`src/rtl/audio_clk_master.sv`:
```
module audio_clk_master #(
  parameter int BASE_DIV  = 4,
  parameter int WIDE_BITS = 64
) (
  input  logic clk,
  input  logic rst_n,
  input  logic master_en,
  input  logic wide_sel,
  input  logic slow_sel,
  input  logic i2s_sel,
  input  logic mclk_en,
  output logic bck_o,
  output logic lrck_o,
  output logic mclk_o,
  output logic frame_start_o
);
  localparam int NARROW_BITS = WIDE_BITS / 2;
  localparam int SLOW_DIV    = BASE_DIV * 3 / 2;
  localparam int MAX_DIV     = 2 * SLOW_DIV;
  localparam int PW          = $clog2(MAX_DIV);
  localparam int BW          = $clog2(WIDE_BITS);

  logic          run;
  logic          wide_q, slow_q, i2s_q;
  logic [PW-1:0] ph;
  logic [BW-1:0] bitn;
  logic [PW-1:0] div, half;
  logic [BW-1:0] last_bit, half_bits;
  logic          bit_end, frame_end;

  // divider per setting: BASE_DIV must be a multiple of 4 for even halves
  always_comb begin
    case ({wide_q, slow_q})
      2'b10:   div = PW'(BASE_DIV);
      2'b11:   div = PW'(SLOW_DIV);
      2'b00:   div = PW'(2 * BASE_DIV);
      default: div = PW'(MAX_DIV);
    endcase
  end

  assign half      = div >> 1;
  assign last_bit  = wide_q ? BW'(WIDE_BITS - 1) : BW'(NARROW_BITS - 1);
  assign half_bits = wide_q ? BW'(WIDE_BITS / 2) : BW'(NARROW_BITS / 2);
  assign bit_end   = (ph == div - PW'(1));
  assign frame_end = run && bit_end && (bitn == last_bit);

  always_ff @(posedge clk) begin
    if (!rst_n) begin
      run    <= 1'b0;
      ph     <= '0;
      bitn   <= '0;
      wide_q <= 1'b1;
      slow_q <= 1'b0;
      i2s_q  <= 1'b1;
    end else if (!master_en) begin
      run  <= 1'b0;
      ph   <= '0;
      bitn <= '0;
    end else if (!run || frame_end) begin
      run    <= 1'b1;
      ph     <= '0;
      bitn   <= '0;
      wide_q <= wide_sel;
      slow_q <= slow_sel;
      i2s_q  <= i2s_sel;
    end else if (bit_end) begin
      ph   <= '0;
      bitn <= bitn + BW'(1);
    end else begin
      ph <= ph + PW'(1);
    end
  end

  assign bck_o         = run && (ph >= half);
  assign lrck_o        = run && ((bitn < half_bits) ? !i2s_q : i2s_q);
  assign frame_start_o = run && (ph == '0) && (bitn == '0);
  assign mclk_o        = clk & mclk_en;

  a_r1_idle_low: assert property (@(posedge clk) disable iff (!rst_n)
    !master_en |=> (!bck_o && !lrck_o && !frame_start_o));

  a_r7_lr_on_bck_fall: assert property (@(posedge clk) disable iff (!rst_n)
    (run && $past(run) && (lrck_o != $past(lrck_o))) |-> ($past(bck_o) && !bck_o));

  a_r8_start_single: assert property (@(posedge clk) disable iff (!rst_n)
    frame_start_o |=> !frame_start_o);

  a_r8_start_bck_low: assert property (@(posedge clk) disable iff (!rst_n)
    frame_start_o |-> !bck_o);

  a_r9_cfg_held: assert property (@(posedge clk) disable iff (!rst_n)
    (run && !frame_end) |=> ($stable(wide_q) && $stable(slow_q) && $stable(i2s_q)));
endmodule

```
`config.mk`:
```
export PLATFORM = sky130hd
export DESIGN_NAME = audio_clk_master
export DESIGN_NICKNAME = d
export VERILOG_FILES = /design/src/rtl/audio_clk_master.sv
export SDC_FILE = /design/constraint.sdc
export NUM_CORES = 1
export LEC_CHECK = 0
export BUFFER_PORTS_ARGS = -buffer_cell sky130_fd_sc_hd__buf_2
export CELL_PAD_IN_SITES_DETAIL_PLACEMENT = 2
export CELL_PAD_IN_SITES_GLOBAL_PLACEMENT = 2
export CORE_MARGIN = 1.5
export CORE_UTILIZATION = 33
export DETAILED_ROUTE_END_ITERATION = 8
export PLACE_DENSITY_LB_ADDON = 0.05
export SLEW_MARGIN = 30
export SYNTH_ARGS = -nofsm -noshare
export SYNTH_HDL_FRONTEND = slang
export SYNTH_SLANG_ARGS = --single-unit
```
`constraint.sdc`:
```
create_clock -name clk -period 1.95 [get_ports clk]
set_input_delay 0.39 -clock clk [delete_from_list [all_inputs] [get_ports clk]]
set_output_delay 0.39 -clock clk [all_outputs]
set_load 0.005 [all_outputs]
```
==> flow_summary.toml <==
[layout]
post-route-util_pct = 53.92
final_cell_mix = "buf_4 (11), buf_2 (10), dfxtp_1 (8)"
area_growth_pct = 54.68
final_common_cell = "buf_4"
drive_above_1_share_pct = 49.61
antenna_cells = 0
final_area_um2 = 1324
fin_nets = 148

[routing]
wire_per_inst_um = 17.93
viasPerCell = 5.025
firstDrtPassIters = 4
first_iter_violations = 9
wl_um = 2815
routed-via-count = 789
ant_nets = 0
drc = 0

[global_routing]
grt_start_max_net_pins = 9
grt_pass1_vias = 856
overflow = 0
antenna_found_initial = 0
grt_pass1_wl_um = 4057
groute.usage.overall_pct = 20.45

[power]
cellLeakagePower_nw = 0.5441
power.density_nw_per_um2 = 548.6
swShare_pct = 26.18
intPower_mw = 0.5361
clock_power_share_pct = 45.7
p_seq_share_pct = 40.8
peakVddDrop_uv = 407.7
power_frac_comb_pct = 13.5
p_sw_mw = 0.1901

[flow_run]
drv_cap = 0

[cts]
cts.reportedPaths.clkPinSlew_ns = 0.10
clock_insertion_delay_worst_skew_ns = 0.39
cts_hold_buf = 0
cts_tree = "done"

[timing]
rsz0062_at_grt = "true"
finalCritPeriodShare_pct = 117.1
finalHoldViolations = 0
report.final.setup_viol = 9
clock_skew_ns = 0.007621
setup_ws_ns = -0.3335
slew_violations = 0
relSlewSlack_pct = 80.75
worstMarginPinSlew_ns = 0.2857
period_minus_slack_ns = 2.283
fmax_mhz = 437.9

[critical_path]
arrival_ns = 1.89
rr_endpoint = "bitn[5]$_SDFFE_PP0N_"
r2r_start = "wide_q$_SDFFE_PN1P_"
crit_type = "reg2out"
rr_worst_depth = 9
r2r_slack_ns = -0.07
cp_max_fo = 3
endpoint_kind = "primary output"
cp-start-kind = "register"
required_ns = 1.56

[yosys]
yosysUniqueCellTypes = 25
ys_async_sr_fraction_pct = 0
yosysWarnings = 0
syn_inst = 96
synth_top_area_cell = "dfxtp_1"
synth.avg_cell_area_um2 = 8.915
synth_nets = 116
syn_area_um2 = 855.8
seq_area_frac_synth_pct = 32.75
synth-main-ff-cell = "dfxtp_1"
synth_edf_count = 0
netlist_top_cells_area = "dfxtp_1 (33%), ha_1 (19%), mux2i_1 (4.7%)"
synth_top_cell_area_share_pct = 32.75
ys_seq_elements = 14

[placed_design]
hpwl_um = 1742
io_buffers = 10
placed_area_um2 = 991.0
gp_congestion = 0.7413

[floorplanning]
std_cell_rows = 18
die_area_um2 = 2908
io_pins = 11
die_w_um = 53.93
start_util_pct = 34.86
coreArea_um2 = 2455
die_h_um = 53.93

[status]
violations = "negative setup slack"
status = "finished with violations"

[worst_hold_path]
min_path_type = "in2reg"
holdCritStartpoint = "slow_sel"
hold_depth = 3
whs_endpoint = "slow_q$_SDFFE_PN0P_"
-- metal layers --
layer | up-vias | part of all wire, % | global-route usage, %
met4 | 0 | 1.8 | 11.54
met1 | 380 | 44 | 24.83
li1 | 389 | - | -
met5 | - | 0 | 0
met2 | 14 | 52 | 34.55
met3 | 6 | 2.0 | 2.500
-- through the flow --
stage	total power, mW	setup slack [ns]	cells	hold WS (ns)	setup TNS [ns]
CTS	0.7440	-0.3511	154	0.2112	-0.5111
floorplan	0.3486	0.1942	96	0.4411	0
finish	0.7262	-0.3335	157	0.2305	-0.9103
global route	0.7666	-0.4191	157	0.2446	-2.193
detailed placement	0.3845	-0.03395	142	0.5128	-0.09637
global placement	0.3810	0.02128	142	0.5054	0
-- repair_timing --
action	CTS	global route
pin swaps	8	11
setup endpoints to repair	8	12
buffers inserted	5	3
gates resized for setup	27	19
-- area by class of cell --
| cell class | instances | area, um2 |
|---|---|---|
| sequential | 14 | 297.8 |
| inverter | 8 | 32.53 |
| multi-input combinational | 73 | 719.4 |
| clock buffer | 8 | 63.81 |
| fill | 249 | 1131 |
| timing repair buffer | 24 | 172.7 |
| tap | 30 | 37.54 |
-- worst max-delay path, stage by stage, from the launching register on --
cell     delay, ns
dfxtp_4       0.39
inv_4         0.04
buf_4         0.14
ha_4          0.16
nor2_4        0.10
ha_4          0.21
nor2b_1       0.12
o31a_1        0.22
buf_2         0.12
-- synthesized netlist by cell type, types with 2 or more instances --
master / instances
nand2_1: 6
a21oi_1: 5
and3_1: 2
inv_1: 8
and2_1: 3
mux2i_1: 4
ha_1: 13
nor2_1: 6
nand2b_1: 2
o21ai_0: 4
or3_1: 3
nand3_1: 5
dfxtp_1: 14
xor2_1: 3
nor2b_1: 5
xnor2_1: 4
-- state kept, by name (all words and copies together) (netlist names) --
signal / count
i2s_q: 1
ph: 4
slow_q: 1
wide_q: 1
bitn: 6
run: 1
-- power groups by stage --
stage               clock network (mW)  registers, mW  logic (mW)
finish                           0.332          0.296      0.0977
global route                     0.361          0.297       0.109
CTS                              0.353          0.299      0.0921
detailed placement              0.0188          0.305      0.0610
global placement                0.0188          0.304      0.0580
floorplan                       0.0101          0.303      0.0358
-- cell families after synthesis --
kind of cell               after synthesis  synth area share, %
DFF                                     14                32.75
buffers and inverters                    9                4.093
muxes                                    4                4.679
and+or+nand+nor                         36                22.52
xor gates and xnor gates                 7                7.164
adders and majority gates               13                19.01
AOI/OAI and AO/OA                       13                9.795
-- how the worst max path moves through the flow --
stage,slack (ns),from,end
6_report,-0.33,wide_q$_SDFFE_PN1P_,bck_o
5_1_grt,-0.42,wide_q$_SDFFE_PN1P_,bck_o
4_1_cts,-0.35,wide_q$_SDFFE_PN1P_,bck_o
3_5_place_dp,-0.03,slow_q$_SDFFE_PN0P_,bck_o
3_3_place_gp,0.02,slow_q$_SDFFE_PN0P_,bck_o
2_1_floorplan,0.19,wide_q$_SDFFE_PN1P_,bitn[0]$_SDFFE_PP0N_
Power figures use the tool's default switching activity.
